## config.mk

```make
export PLATFORM = sky130hd
export DESIGN_NAME = slow_uart_rx
export DESIGN_NICKNAME = d
export VERILOG_FILES = /design/src/rtl/slow_uart_rx_pkg.sv /design/src/rtl/slow_uart_rx_sampler.sv /design/src/rtl/slow_uart_rx_hold.sv /design/src/rtl/slow_uart_rx_flags.sv /design/src/rtl/slow_uart_rx.sv
export SDC_FILE = /design/constraint.sdc
export NUM_CORES = 1
export LEC_CHECK = 0
export ABC_AREA = 1
export BUFFER_PORTS_ARGS = -buffer_cell sky130_fd_sc_hd__buf_2
export CORE_UTILIZATION = 55
export DETAILED_ROUTE_END_ITERATION = 10
export PLACE_DENSITY = 0.76
export REMOVE_ABC_BUFFERS = 1
export SLEW_MARGIN = 5
export SYNTH_ARGS = -nofsm -noshare
export SYNTH_HDL_FRONTEND = slang
export SYNTH_HIERARCHICAL = 1
export SYNTH_SLANG_ARGS = --single-unit
```

## constraint.sdc

```tcl
create_clock -name clk -period 2.2 [get_ports clk]
set_input_delay 0.11 -clock clk [delete_from_list [all_inputs] [get_ports clk]]
set_output_delay 0.11 -clock clk [all_outputs]
set_load 0.005 [all_outputs]
```

## src/rtl/slow_uart_rx_pkg.sv

```systemverilog
`timescale 1ns/1ps
package slow_uart_rx_pkg;

   typedef enum logic [1:0] {
      ST_IDLE  = 2'd0,
      ST_START = 2'd1,
      ST_DATA  = 2'd2,
      ST_STOP  = 2'd3
   } rx_state_e;

   localparam int unsigned FLAG_OF_BIT = 0;
   localparam int unsigned FLAG_UF_BIT = 1;

endpackage

```

## src/rtl/slow_uart_rx_sampler.sv

```systemverilog
`timescale 1ns/1ps
module slow_uart_rx_sampler #(
   parameter int unsigned DATA_W      = 9,
   parameter int unsigned PER_W       = 16,
   parameter int unsigned SYNC_STAGES = 2
) (
   input  logic              clk,
   input  logic              rst_n,
   input  logic              rx_i,
   input  logic              cfg_nine_i,
   input  logic [PER_W-1:0]  cfg_period_i,
   input  logic              cmd_en_i,
   input  logic              cmd_dis_i,
   output logic              rxens_o,
   output logic              start_ok_o,
   output logic              done_o,
   output logic [DATA_W-1:0] frame_o,
   output logic              ferr_o
);
   import slow_uart_rx_pkg::*;

   localparam int unsigned IDX_W = $clog2(DATA_W);
   localparam logic [PER_W-1:0] CNT_ONE = 1;
   localparam logic [PER_W-1:0] CNT_TWO = 2;
   localparam logic [IDX_W-1:0] IDX_ONE = 1;
   localparam logic [IDX_W-1:0] LAST_WIDE   = IDX_W'(DATA_W - 1);
   localparam logic [IDX_W-1:0] LAST_NARROW = IDX_W'(DATA_W - 2);

   // ---------------- line resynchronisation ----------------
   logic [SYNC_STAGES:0] sync_chain;
   logic                 rx_s;
   assign sync_chain[0] = rx_i;

   for (genvar gi = 0; gi < SYNC_STAGES; gi++) begin : g_sync
      always_ff @(posedge clk or negedge rst_n) begin
         if (!rst_n) sync_chain[gi+1] <= 1'b1;
         else        sync_chain[gi+1] <= sync_chain[gi];
      end
   end
   assign rx_s = sync_chain[SYNC_STAGES];

   // ---------------- state ----------------
   rx_state_e         state_q;
   logic [PER_W-1:0]  cnt_q;
   logic [IDX_W-1:0]  idx_q;
   logic [DATA_W-1:0] sh_q;
   logic              en_q;
   logic              rx_prev_q;

   logic [PER_W:0]    per_p1;
   logic [PER_W-1:0]  mid_load;
   logic [IDX_W-1:0]  last_idx;
   logic              run;
   logic              tick;
   logic              fall;

   // Start bit mid-point: first sample lands on line cycle (P+1)/2,
   // which is two cycles after the counter load, independent of SYNC_STAGES.
   assign per_p1   = {1'b0, cfg_period_i} + {{PER_W{1'b0}}, 1'b1};
   assign mid_load = per_p1[PER_W:1] - CNT_TWO;
   assign last_idx = cfg_nine_i ? LAST_WIDE : LAST_NARROW;
   assign run      = en_q && !cmd_dis_i;
   assign tick     = (cnt_q == '0);
   assign fall     = rx_prev_q && !rx_s;

   assign start_ok_o = run && (state_q == ST_START) && tick && !rx_s;
   assign done_o     = run && (state_q == ST_STOP) && tick;
   assign ferr_o     = !rx_s;
   assign rxens_o    = en_q;

   // In narrow mode the frame sits one place high in the shift register.
   assign frame_o = cfg_nine_i ? sh_q : {1'b0, sh_q[DATA_W-1:1]};

   always_ff @(posedge clk or negedge rst_n) begin
      if (!rst_n) begin
         en_q      <= 1'b0;
         rx_prev_q <= 1'b1;
         state_q   <= ST_IDLE;
         cnt_q     <= '0;
         idx_q     <= '0;
         sh_q      <= '0;
      end else begin
         rx_prev_q <= rx_s;
         if (cmd_dis_i)     en_q <= 1'b0;
         else if (cmd_en_i) en_q <= 1'b1;

         if (!run) begin
            state_q <= ST_IDLE;
         end else begin
            unique case (state_q)
               ST_IDLE: begin
                  if (fall) begin
                     state_q <= ST_START;
                     cnt_q   <= mid_load;
                  end
               end
               ST_START: begin
                  if (!tick) begin
                     cnt_q <= cnt_q - CNT_ONE;
                  end else if (!rx_s) begin
                     state_q <= ST_DATA;
                     cnt_q   <= cfg_period_i - CNT_ONE;
                     idx_q   <= '0;
                  end else begin
                     state_q <= ST_IDLE;
                  end
               end
               ST_DATA: begin
                  if (!tick) begin
                     cnt_q <= cnt_q - CNT_ONE;
                  end else begin
                     sh_q  <= {rx_s, sh_q[DATA_W-1:1]};
                     cnt_q <= cfg_period_i - CNT_ONE;
                     if (idx_q == last_idx) state_q <= ST_STOP;
                     else                   idx_q   <= idx_q + IDX_ONE;
                  end
               end
               ST_STOP: begin
                  if (!tick) cnt_q   <= cnt_q - CNT_ONE;
                  else       state_q <= ST_IDLE;
               end
               default: state_q <= ST_IDLE;
            endcase
         end
      end
   end

   AST_DIS_TO_IDLE: assert property (@(posedge clk) disable iff (!rst_n)
      cmd_dis_i |=> (state_q == ST_IDLE) && !rxens_o);

   AST_EN_RISES: assert property (@(posedge clk) disable iff (!rst_n)
      (cmd_en_i && !cmd_dis_i) |=> rxens_o);

endmodule

```

## src/rtl/slow_uart_rx_hold.sv

```systemverilog
`timescale 1ns/1ps
module slow_uart_rx_hold #(
   parameter int unsigned DATA_W = 9
) (
   input  logic              clk,
   input  logic              rst_n,
   input  logic              start_ok_i,
   input  logic              done_i,
   input  logic [DATA_W-1:0] frame_i,
   input  logic              ferr_i,
   input  logic              pop_i,
   output logic              buf_valid_o,
   output logic [DATA_W-1:0] buf_data_o,
   output logic              buf_ferr_o,
   output logic              of_evt_o,
   output logic              uf_evt_o
);
   localparam int unsigned ENT_W = DATA_W + 1;

   logic [ENT_W-1:0] hold_q;
   logic             hold_full_q;
   logic [ENT_W-1:0] buf_q;
   logic             buf_valid_q;
   logic             move;

   assign move     = hold_full_q && (!buf_valid_q || pop_i);
   assign of_evt_o = start_ok_i && hold_full_q && buf_valid_q && !pop_i;
   assign uf_evt_o = pop_i && !buf_valid_q;

   always_ff @(posedge clk or negedge rst_n) begin
      if (!rst_n) begin
         hold_q      <= '0;
         hold_full_q <= 1'b0;
      end else if (done_i) begin
         hold_q      <= {ferr_i, frame_i};
         hold_full_q <= 1'b1;
      end else if (move || of_evt_o) begin
         hold_full_q <= 1'b0;
      end
   end

   always_ff @(posedge clk or negedge rst_n) begin
      if (!rst_n) begin
         buf_q       <= '0;
         buf_valid_q <= 1'b0;
      end else if (move) begin
         buf_q       <= hold_q;
         buf_valid_q <= 1'b1;
      end else if (pop_i) begin
         buf_valid_q <= 1'b0;
      end
   end

   assign buf_valid_o = buf_valid_q;
   assign buf_data_o  = buf_q[DATA_W-1:0];
   assign buf_ferr_o  = buf_q[DATA_W];

   AST_HOLD_WAITS: assert property (@(posedge clk) disable iff (!rst_n)
      (hold_full_q && buf_valid_q && !pop_i && !start_ok_i && !done_i)
      |=> hold_full_q && $stable(hold_q));

   AST_OVERWRITE_KEEPS_BUF: assert property (@(posedge clk) disable iff (!rst_n)
      of_evt_o |=> buf_valid_q && $stable(buf_q));

   AST_EMPTY_POP_STAYS_EMPTY: assert property (@(posedge clk) disable iff (!rst_n)
      (pop_i && !buf_valid_q && !hold_full_q) |=> !buf_valid_q);

   AST_POP_DRAINS: assert property (@(posedge clk) disable iff (!rst_n)
      (pop_i && buf_valid_q && !hold_full_q) |=> !buf_valid_q);

endmodule

```

## src/rtl/slow_uart_rx_flags.sv

```systemverilog
`timescale 1ns/1ps
module slow_uart_rx_flags (
   input  logic       clk,
   input  logic       rst_n,
   input  logic       of_evt_i,
   input  logic       uf_evt_i,
   input  logic [1:0] clr_i,
   output logic       of_o,
   output logic       uf_o
);
   import slow_uart_rx_pkg::*;

   logic of_q;
   logic uf_q;

   always_ff @(posedge clk or negedge rst_n) begin
      if (!rst_n) begin
         of_q <= 1'b0;
         uf_q <= 1'b0;
      end else begin
         of_q <= (of_q && !clr_i[FLAG_OF_BIT]) || of_evt_i;
         uf_q <= (uf_q && !clr_i[FLAG_UF_BIT]) || uf_evt_i;
      end
   end

   assign of_o = of_q;
   assign uf_o = uf_q;

   AST_OF_STICKY: assert property (@(posedge clk) disable iff (!rst_n)
      (of_q && !clr_i[FLAG_OF_BIT]) |=> of_q);

   AST_UF_SET: assert property (@(posedge clk) disable iff (!rst_n)
      uf_evt_i |=> uf_q);

   AST_OF_SET: assert property (@(posedge clk) disable iff (!rst_n)
      of_evt_i |=> of_q);

endmodule

```

## src/rtl/slow_uart_rx.sv

```systemverilog
`timescale 1ns/1ps
module slow_uart_rx #(
   parameter int unsigned DATA_W      = 9,
   parameter int unsigned PER_W       = 16,
   parameter int unsigned SYNC_STAGES = 2
) (
   input  logic              clk,
   input  logic              rst_n,
   input  logic              rx_i,
   input  logic              cfg_nine_i,
   input  logic [PER_W-1:0]  cfg_period_i,
   input  logic              cmd_en_i,
   input  logic              cmd_dis_i,
   input  logic              rd_i,
   input  logic              rdx_i,
   input  logic              pk_i,
   input  logic [1:0]        ifc_i,
   output logic [DATA_W-2:0] rd_data_o,
   output logic [DATA_W-1:0] rdx_data_o,
   output logic              rdx_ferr_o,
   output logic [DATA_W-1:0] pk_data_o,
   output logic              pk_ferr_o,
   output logic              stat_rxens_o,
   output logic              stat_datav_o,
   output logic              if_datav_o,
   output logic              if_of_o,
   output logic              if_uf_o
);
   // ---------------- elaboration checks ----------------
   if (DATA_W != 9) begin : g_bad_data_w
      $error("slow_uart_rx: DATA_W must be 9");
   end
   if (PER_W < 3) begin : g_bad_per_w
      $error("slow_uart_rx: PER_W must be at least 3");
   end
   if (SYNC_STAGES > 3) begin : g_bad_sync
      $error("slow_uart_rx: SYNC_STAGES must be 0 to 3");
   end

   logic              start_ok;
   logic              done;
   logic [DATA_W-1:0] frame;
   logic              ferr;
   logic              pop;
   logic              buf_valid;
   logic [DATA_W-1:0] buf_data;
   logic              buf_ferr;
   logic              of_evt;
   logic              uf_evt;

   assign pop = rd_i || rdx_i;

   slow_uart_rx_sampler #(
      .DATA_W      (DATA_W),
      .PER_W       (PER_W),
      .SYNC_STAGES (SYNC_STAGES)
   ) i_sampler (
      .clk          (clk),
      .rst_n        (rst_n),
      .rx_i         (rx_i),
      .cfg_nine_i   (cfg_nine_i),
      .cfg_period_i (cfg_period_i),
      .cmd_en_i     (cmd_en_i),
      .cmd_dis_i    (cmd_dis_i),
      .rxens_o      (stat_rxens_o),
      .start_ok_o   (start_ok),
      .done_o       (done),
      .frame_o      (frame),
      .ferr_o       (ferr)
   );

   slow_uart_rx_hold #(
      .DATA_W (DATA_W)
   ) i_hold (
      .clk         (clk),
      .rst_n       (rst_n),
      .start_ok_i  (start_ok),
      .done_i      (done),
      .frame_i     (frame),
      .ferr_i      (ferr),
      .pop_i       (pop),
      .buf_valid_o (buf_valid),
      .buf_data_o  (buf_data),
      .buf_ferr_o  (buf_ferr),
      .of_evt_o    (of_evt),
      .uf_evt_o    (uf_evt)
   );

   slow_uart_rx_flags i_flags (
      .clk      (clk),
      .rst_n    (rst_n),
      .of_evt_i (of_evt),
      .uf_evt_i (uf_evt),
      .clr_i    (ifc_i),
      .of_o     (if_of_o),
      .uf_o     (if_uf_o)
   );

   // Read ports return zero when not selected, as on a register read mux.
   assign rd_data_o    = rd_i  ? buf_data[DATA_W-2:0] : '0;
   assign rdx_data_o   = rdx_i ? buf_data : '0;
   assign rdx_ferr_o   = rdx_i && buf_ferr;
   assign pk_data_o    = pk_i  ? buf_data : '0;
   assign pk_ferr_o    = pk_i  && buf_ferr;
   assign stat_datav_o = buf_valid;
   assign if_datav_o   = buf_valid;

   AST_PEEK_NO_UF: assert property (@(posedge clk) disable iff (!rst_n)
      (pk_i && !pop && !if_uf_o) |=> !if_uf_o);

   AST_PEEK_KEEPS_FRAME: assert property (@(posedge clk) disable iff (!rst_n)
      (pk_i && !pop && stat_datav_o) |=> stat_datav_o);

endmodule

```

==> results_dict.tcl, run 1 <==
set metrics [dict create \
    detail_route.vias_per_cell 5.241 \
    grt_pass1_wl_um 20310 \
    async_reset_ff_share_pct 100.0 \
    vias 4916 \
    area_growth_pct 13.66 \
    period_share_pct 93.65 \
    yosysUniqueCellTypes 41 \
    tightest_slew_ps 722.9 \
    fp.coreArea_sq_um 8382 \
    crit_start "i_sampler/cnt_q[0]" \
    worstRegToRegCells 11 \
    wl_um 12180 \
    hold_viol_final 0 \
    p_clk_share_pct 31.3 \
    n_antenna_cell 0 \
    mappedNetlistArea_sq_um 4862 \
    p_leak_nw 2.990 \
    synth_edf_count 0 \
    synth_top_cells_by_area "dfrtp_1, nand2_1, inv_1, nand3_1, nor2_1" \
    reg2reg_slack_ps 140 \
    maxSlewHeadroom_pct 51.81 \
    cts_buffers 9 \
    die_width_um 96.02 \
    root_buffer "clkbuf_8" \
    slew_violations 0 \
    internal_power_mw 2.079 \
    hold_path.class "in2reg" \
    status "completed" \
    synth.most_common_cell "nand2_1" \
    synth_top_area_cell "dfrtp_1" \
    fin_tns_setup_ps 0 \
    cp.arrival_ps 2280 \
    grt_antenna_before_repair 0 \
    maxCapViolations 0 \
    grt_pass1_vias 4308 \
    yosys-top-cells-count "nand2_1, inv_1, nor2_1" \
    synth_top_cell_area_share_pct 28.82 \
    routedWlPerCell_um 12.99 \
    ys_seq_area_share_pct 30.44 \
    rr_endpoint "i_sampler/cnt_q[15]" \
    io-pin-count 60 \
    cp_max_fo 15 \
    gp_congestion 0.9602 \
    rsz0062_at_grt "no" \
    initial_core_util_pct 58.01 \
    clk_pin_slew_worst_paths_ps 70 \
    crit_type "reg2reg" \
    crit_end "i_sampler/cnt_q[15]" \
    chipHeight_um 96.02 \
    fp.dieArea_sq_um 9220 \
    power.density_nw_per_um2 573.6 \
    cts.sinks 59 \
    nNetsFinal 866 \
    worstSkewPairLatency_ps 330 \
    ir_drop_uv 461.2 \
    p_sw_mw 1.091 \
    finalSetupViolCount 0 \
    clockBufferDepth 2 \
    yosys_warnings 6 \
    pwr-share-comb_pct 27.7 \
    crit_path_end_kind "register" \
    cp_data_required_time_ps 2420 \
    fin_util_pct 65.94 \
    fin_worst_skew_ps 7.205 \
    synth-main-ff-cell "dfrtp_1" \
    drtPass1Iterations 5 \
    antenna_left 0 \
    netlist_instances 763 \
    port_buffers 59 \
    htreeDepth 3 \
    drc 0 \
    drive_above_1_share_pct 17.53 \
    num_rows 33 \
    pwr-share-seq_pct 41.0 \
    rr_startpoint "i_sampler/cnt_q[0]" \
    cts_tree "built" \
    drt_iter0_drc 392 \
    fin_crit_ps 2060 \
    grt_max_degree 33 \
    swShare_pct 34.41 \
    fmaxAchievable_mhz 485.4 \
    start_kind "register" \
    synth-seq-cells 59 \
    dp_hpwl_um 9724 \
    avgSynthCellArea_sq_um 6.372 \
    grt_overflow 0 \
    cts_setup_buffers 0 \
    grt_use_total_pct 28.45 \
]
[area by class of cell]
cell class	instances	area (sq um)
repair buffers	76	435.4
flip-flops and latches	59	1480
fillers	800	2855
clock buffers	12	155.1
clock inverters	4	48.80
well taps	105	131.4
inverters	112	425.4
multi-input cells	570	2850
[flip-flops by register name (all words and copies together), names as in the netlist]
signal and flops:
i_sampler/cnt_q 16, i_sampler/rx_s 1, i_sampler/rx_prev_q 1, i_hold/buf_q 10
i_sampler/sync_chain 1, i_flags/uf_o 1, i_sampler/state_q 2, i_hold/hold_q 10
i_sampler/sh_q 9, i_hold/hold_full_q 1, i_sampler/rxens_o 1, i_hold/buf_valid_o 1
i_flags/of_o 1, i_sampler/idx_q 4
[critical path, stage by stage, from the launching register on]
cell,delay [ps]
dfrtp_1,380
inv_1,140
ha_2,230
nand4_1,100
nor2_1,170
nand2_4,150
inv_6,140
o21ai_2,80
nand2_4,160
inv_2,170
nor2_1,170
a21oi_2,40
[cells in the final DEF (no fill, tap or decap), types with 2 or more instances in the layout]
cell             n
o31ai_1          3
o211ai_1         2
nand4_1         13
xnor2_1          3
inv_1          105
buf_2           59
dfstp_2          3
o21ai_0         46
buf_4           12
nand3_2          6
a21oi_1         21
nand3_1         65
ha_1            10
dfrtp_1         56
o21ai_1          3
nand3b_1         2
dlygate4sd3_1    5
clkbuf_8        11
nor2_2           5
nor3_2           3
a21oi_2          3
o21bai_1         2
nor2_4          11
nand2_1        244
nor3_1           5
inv_2            5
xor2_1          16
nor2_1          74
o221ai_1         3
or2_2            3
nand2_2         15
clkinv_2         2
nand2_4          3
[through the flow]
step / cells / power [mW] / setup WS, ps / hold slack, ps / instance area [sq um]
CTS: 938 / 3.171 / 54.21 / 8.511 / 5497
detailed placement: 917 / 2.156 / 81.21 / 216.2 / 5243
global placement: 917 / 2.150 / 63.08 / 195.4 / 5243
global route: 938 / 3.361 / 1.409 / 37.73 / 5527
finish: 938 / 3.170 / 139.7 / 6.454 / 5527
floorplan: 741 / 1.871 / 215.8 / -185.6 / 4726
[cells by family after synthesis]
kind of cell / after synthesis / share of synthesized area (%)
xor gates and xnor gates: 19 / 3.423
adders and majority gates: 11 / 2.831
buffers and inverters: 134 / 11.45
DFF: 59 / 30.44
AOI/OAI and AO/OA: 88 / 10.14
and+or+nand+nor: 452 / 41.71
[worst min-delay path by stage]
stage,endpoint,from,cells past startpoint,slack (ps)
after detailed placement,i_hold/hold_full_q,rst_n,1,220
after floorplan,i_flags/of_o,rst_n,0,-190
after global placement,i_hold/hold_full_q,rst_n,1,200
after global routing,i_flags/of_o,ifc_i[0],4,40
final,i_flags/of_o,ifc_i[0],4,6
after CTS,i_flags/of_o,ifc_i[0],4,9
[power by group through the flow]
stage / clock, mW / combinational, mW / sequential [mW]
CTS: 1.02 / 0.853 / 1.30
detailed placement: 0 / 0.839 / 1.32
global placement: 0 / 0.839 / 1.31
global route: 1.06 / 0.990 / 1.31
floorplan: 0 / 0.583 / 1.29
finish: 0.992 / 0.878 / 1.30
[layer usage]
metal	part of all wire, %	routed length [um]	global-route usage, %
met1	50	6054	43.22
met2	41	4989	42.14
met3	8.5	1041	5.292
met4	0.80	98	5.224
met5	0	0	0
[timing repair]
action	CTS	global route
resized for setup	0	9
endpoints found under the hold margin	30	0
hold buffers	5	0
endpoints found under the setup margin	0	36
(Power assumes the default switching activity.)
==> run 2: changes to the inputs <==
--- a/config.mk
+++ b/config.mk
@@ -7,9 +7,10 @@
 export LEC_CHECK = 0
 export ABC_AREA = 1
 export BUFFER_PORTS_ARGS = -buffer_cell sky130_fd_sc_hd__buf_2
-export CORE_UTILIZATION = 55
+export CORE_ASPECT_RATIO = 0.7
+export CORE_UTILIZATION = 47
 export DETAILED_ROUTE_END_ITERATION = 10
-export PLACE_DENSITY = 0.76
+export PLACE_DENSITY = 0.67
 export REMOVE_ABC_BUFFERS = 1
 export SLEW_MARGIN = 5
 export SYNTH_ARGS = -nofsm -noshare
==> results_dict.tcl, run 2 (synthesis results as in run 1) <==
set metrics [dict create \
    grt_max_degree 23 \
    slew_violations 0 \
    grt_overflow 0 \
    largest_reg_flops 16 \
    fill_cells 1000 \
    dpl_worst_slack_ps 5.406 \
    status "completed" \
    p_leak_nw 3.018 \
    routedWlPerCell_um 13.76 \
    grt_use_total_pct 25.74 \
    crit_type "reg2reg" \
    crit_chain "inv_1 > ha_2 > nand4_1 > nor2_1 > nand2_4 > inv_6 > o21ai_2 > nand2_4 > buf_4 > a21oi_1 > a21oi_2" \
    fin_worst_skew_ps 5.766 \
    p_sw_mw 1.142 \
    dpl.cell_count 941 \
    vias 4978 \
    pwr-share-seq_pct 37.5 \
    maxSlewHeadroom_pct 64.50 \
    start_kind "register" \
    nNetsFinal 865 \
    grt_pass1_wl_um 21200 \
    wl_um 13210 \
    fin_util_pct 56.87 \
    ir_drop_uv 415.8 \
    fin_tns_setup_ps 0 \
    area_growth_pct 15.47 \
    fmaxAchievable_mhz 479.8 \
    fp.coreArea_sq_um 9872 \
    n_antenna_cell 0 \
    dp_hpwl_um 10370 \
    power.density_nw_per_um2 617.0 \
    final_common_cell "nand2_1" \
    path_buf_inv 3 \
    p_clk_share_pct 36.5 \
    detail_route.vias_per_cell 5.185 \
    clockBufferDepth 2 \
    max_stage_delay_ps 370 \
    drt_iter0_drc 358 \
    worstSkewPairLatency_ps 320 \
    cp_top_family "simple AND/OR/NAND/NOR gates" \
    tightest_slew_ps 529.2 \
    hold_viol_final 0 \
    num_rows 30 \
    cp_data_required_time_ps 2450 \
    drtPass1Iterations 5 \
    htreeDepth 3 \
    fin_crit_ps 2084 \
    cts_setup_buffers 0 \
    root_buffer "clkbuf_16" \
    crit_top_cell "nand2_4" \
    setup_ws_ps 115.9 \
    antenna_left 0 \
    clk_pin_slew_worst_paths_ps 50 \
    drc 0 \
    grt_antenna_before_repair 0 \
    drive_above_1_share_pct 17.43 \
    regMostFlops "i_sampler/cnt_q" \
    swShare_pct 32.97 \
    cts.sinks 59 \
    cp.arrival_ps 2340 \
    initial_core_util_pct 49.25 \
    cts_tree "built" \
    die_width_um 123.6 \
    io-pin-count 60 \
    fp.dieArea_sq_um 10760 \
    dpl-instance-area_sq_um 5279 \
    gp_congestion 0.9956 \
    final_cell_mix "nand2_1, inv_1, nor2_1" \
    crit_slowest_cell "dfrtp_1" \
    reg_top3 "i_sampler/cnt_q x16, i_hold/buf_q x10, i_hold/hold_q x10" \
    crit_path_end_kind "register" \
    cts_buffers 9 \
    grt_pass1_vias 4313 \
    chipHeight_um 87.10 \
    hold_path.class "in2reg" \
    internal_power_mw 2.322 \
    final_cell_area_sq_um 5614 \
    stdcell_count 960 \
    period_share_pct 94.73 \
    cp_max_fo 11 \
    finalSetupViolCount 0 \
    port_buffers 59 \
    maxCapViolations 0 \
    pwr-share-comb_pct 26.0 \
]
[run 2: final timing paths]
check,slack [ps],endpoint,from,cells after the start
min reg2reg,360,i_sampler/rx_s,i_sampler/sync_chain[1],0
min in group asynchronous,300,i_hold/buf_q[7],rst_n,2
max,120,i_sampler/cnt_q[12],i_sampler/cnt_q[0],11
max in group asynchronous,1150,i_sampler/sync_chain[1],rst_n,3
max reg2reg,120,i_sampler/cnt_q[12],i_sampler/cnt_q[0],11
min,10,i_flags/uf_o,ifc_i[1],4
[run 2: timing repair]
action                                 CTS  global route
resized for setup                        1             9
hold buffers                             3             0
endpoints found under the hold margin   22             0
setup endpoints to repair                1            18
[run 2: worst min-delay path, stage by stage]
cell and delay (ps):
buf_2 70, inv_1 30, nand2_1 50, nand2_1 40
[run 2: layout make-up]
cell class | instances | area, sq um | share of cell area (%)
Multi-Input combinational cell | 570 | 2848 | 50.72
Sequential cell | 59 | 1480 | 26.37
Inverter | 112 | 427.9 | 7.622
Timing Repair Buffer | 75 | 422.9 | 7.533
Clock buffer | 13 | 260.3 | 4.636
Tap cell | 128 | 160.2 | 2.853
Clock inverter | 3 | 15.01 | 0.2674
[run 2: per-layer routing]
metal | GRT usage (%) | share of wire [%] | routed length [um] | vias to the layer above
met5 | 0 | 0 | 0 | -
met4 | 4.272 | 0.32 | 42 | 0
met3 | 7.592 | 7.4 | 973 | 4
met2 | 34.28 | 39 | 5101 | 163
met1 | 40.46 | 54 | 7089 | 2271
li1 | - | - | - | 2540
[run 2: power by group through the flow]
stage,Clock (mW),Combinational (mW),Sequential (mW)
after detailed placement,0,0.866,1.31
after floorplan,0,0.583,1.29
after global routing,1.35,1.00,1.31
after global placement,0,0.875,1.31
after CTS,1.30,0.877,1.30
final,1.26,0.901,1.30
[run 2: per-stage QoR]
| stage | total power, mW | hold WS (ps) |
|---|---|---|
| floorplan | 1.871 | -185.6 |
| global placement | 2.180 | 117.9 |
| detailed placement | 2.175 | 122.8 |
| CTS | 3.478 | 3.395 |
| global route | 3.669 | 11.39 |
| finish | 3.464 | 14.50 |
==> run 3: changes to the inputs <==
--- a/config.mk
+++ b/config.mk
@@ -7,7 +7,6 @@
 export LEC_CHECK = 0
 export ABC_AREA = 1
 export BUFFER_PORTS_ARGS = -buffer_cell sky130_fd_sc_hd__buf_2
-export CORE_ASPECT_RATIO = 0.7
 export CORE_UTILIZATION = 47
 export DETAILED_ROUTE_END_ITERATION = 10
 export PLACE_DENSITY = 0.67
==> results_dict.tcl, run 3 (synthesis results as in run 1) <==
set metrics [dict create \
    status "completed" \
    grt_use_total_pct 23.76 \
    fmaxAchievable_mhz 493.0 \
    dpl-instance-area_sq_um 5290 \
    finalSetupViolCount 0 \
    final_cell_mix "nand2_1, inv_1, nor2_1" \
    chipHeight_um 103.7 \
    root_buffer "clkbuf_8" \
    fp.dieArea_sq_um 10760 \
    area_growth_pct 15.59 \
    start_kind "register" \
    slew_violations 0 \
    die_width_um 103.7 \
    period_share_pct 92.19 \
    maxCapViolations 0 \
    hold_path.class "in2reg" \
    drive_above_1_share_pct 17.92 \
    drt_iter0_drc 364 \
    fin_crit_ps 2028 \
    nNetsFinal 870 \
    fp.coreArea_sq_um 9910 \
    max_stage_delay_ps 360 \
    io-pin-count 60 \
    maxSlewHeadroom_pct 57.43 \
    ir_drop_uv 431.1 \
    antenna_left 0 \
    cp_max_fo 8 \
    regMostFlops "i_sampler/cnt_q" \
    wl_um 12560 \
    power.density_nw_per_um2 587.1 \
    dp_hpwl_um 9828 \
    path_buf_inv 2 \
    grt_overflow 0 \
    crit_chain "inv_1 > ha_2 > nand4_1 > nor2_2 > nand2_4 > nand2_1 > nand2_1 > inv_2 > o21ai_0 > a21oi_1 > a21oi_1" \
    dpl_worst_slack_ps 48.61 \
    cp.arrival_ps 2260 \
    cts.sinks 59 \
    tightest_slew_ps 638.5 \
    final_common_cell "nand2_1" \
    crit_type "reg2reg" \
    final_cell_area_sq_um 5620 \
    route.met3.wl_um 755 \
    rsz0062_at_grt "yes" \
    drc 0 \
    routedWlPerCell_um 12.95 \
    largest_reg_flops 16 \
    initial_core_util_pct 49.07 \
    grt_pass1_vias 4380 \
    dr.max_layer_used "met4" \
    htreeDepth 3 \
    grt_max_degree 33 \
    clk_pin_slew_worst_paths_ps 70 \
    reg2reg_slack_ps 170 \
    grt_antenna_before_repair 0 \
    crit_path_end_kind "register" \
    drt-met1-wl_um 6507 \
    cp_data_required_time_ps 2430 \
    drtPass1Iterations 5 \
    p_leak_nw 3.015 \
    fin_tns_setup_ps 0 \
    power.total_mw 3.300 \
    clockBufferDepth 2 \
    route.met2.wl_um 5147 \
    hold_viol_final 0 \
    fin_worst_skew_ps 10.68 \
    grt_pass1_wl_um 20840 \
    detail_route.vias_per_cell 5.129 \
    holdWs_ps 180.6 \
    cp_top_family "simple AND/OR/NAND/NOR gates" \
    n_antenna_cell 0 \
    cts_tree "built" \
    gp_congestion 0.9678 \
    port_buffers 59 \
    vias 4975 \
    cts_buffers 9 \
    setup_ws_ps 171.8 \
    crit_slowest_cell "dfrtp_1" \
    num_rows 36 \
    reg_top3 "i_sampler/cnt_q x16, i_hold/buf_q x10, i_hold/hold_q x10" \
    worstSkewPairLatency_ps 340 \
]
==> run 3: worst register-to-register path, cell delays in order (launching register included) <==
cell and delay [ps]:
dfrtp_1 360, inv_1 130, ha_2 250, nand4_1 130, nor2_2 140, nand2_4 120
nand2_1 150, nand2_1 140, inv_2 150, o21ai_0 90, a21oi_1 150, a21oi_1 90
==> run 3: layer usage <==
metal	vias up	GRT usage, %
met4	0	6.735
met2	152	34.37
met5	-	0
met1	2269	36.09
li1	2540	-
met3	14	3.965
==> run 3: final timing paths <==
| check | start | cells after the start | end |
|---|---|---|---|
| setup / recovery | i_sampler/cnt_q[1] | 11 | i_sampler/cnt_q[14] |
| hold reg to reg | i_sampler/sync_chain[1] | 0 | i_sampler/rx_s |
| min in group asynchronous | rst_n | 2 | i_sampler/sh_q[3] |
| setup reg to reg | i_sampler/cnt_q[1] | 11 | i_sampler/cnt_q[14] |
| hold / removal | cfg_period_i[0] | 4 | i_sampler/cnt_q[0] |
| max in group asynchronous | rst_n | 3 | i_sampler/rx_prev_q |
==> run 3: cell type report <==
type,count,area (sq um)
Timing Repair Buffer,80,480.5
Multi-Input combinational cell,570,2851
Sequential cell,59,1480
Tap cell,133,166.4
Clock inverter,4,73.82
Clock buffer,12,145.1
Inverter,112,422.9
Fill cell,1023,4289
==> run 3: power by group <==
group / internal, mW / leakage, nW / switching [mW]
clock network: 0.669 / 0.111 / 0.427
registers: 1.19 / 0.774 / 0.0978
logic: 0.330 / 2.13 / 0.588
total: 2.19 / 3.02 / 1.11
==> run 3: metrics by stage <==
stage	util, %	cells
5_1_grt	56.72	970
3_3_place_gp	53.38	945
3_5_place_dp	53.38	945
6_report	56.72	970
4_1_cts	56.20	967
2_1_floorplan	-	741
==> run 3: timing repair <==
action,in CTS,in global routing
gates resized for setup,0,10
hold buffers,6,0
setup buffers,0,3
setup endpoints to repair,0,35
hold endpoints to repair,31,0
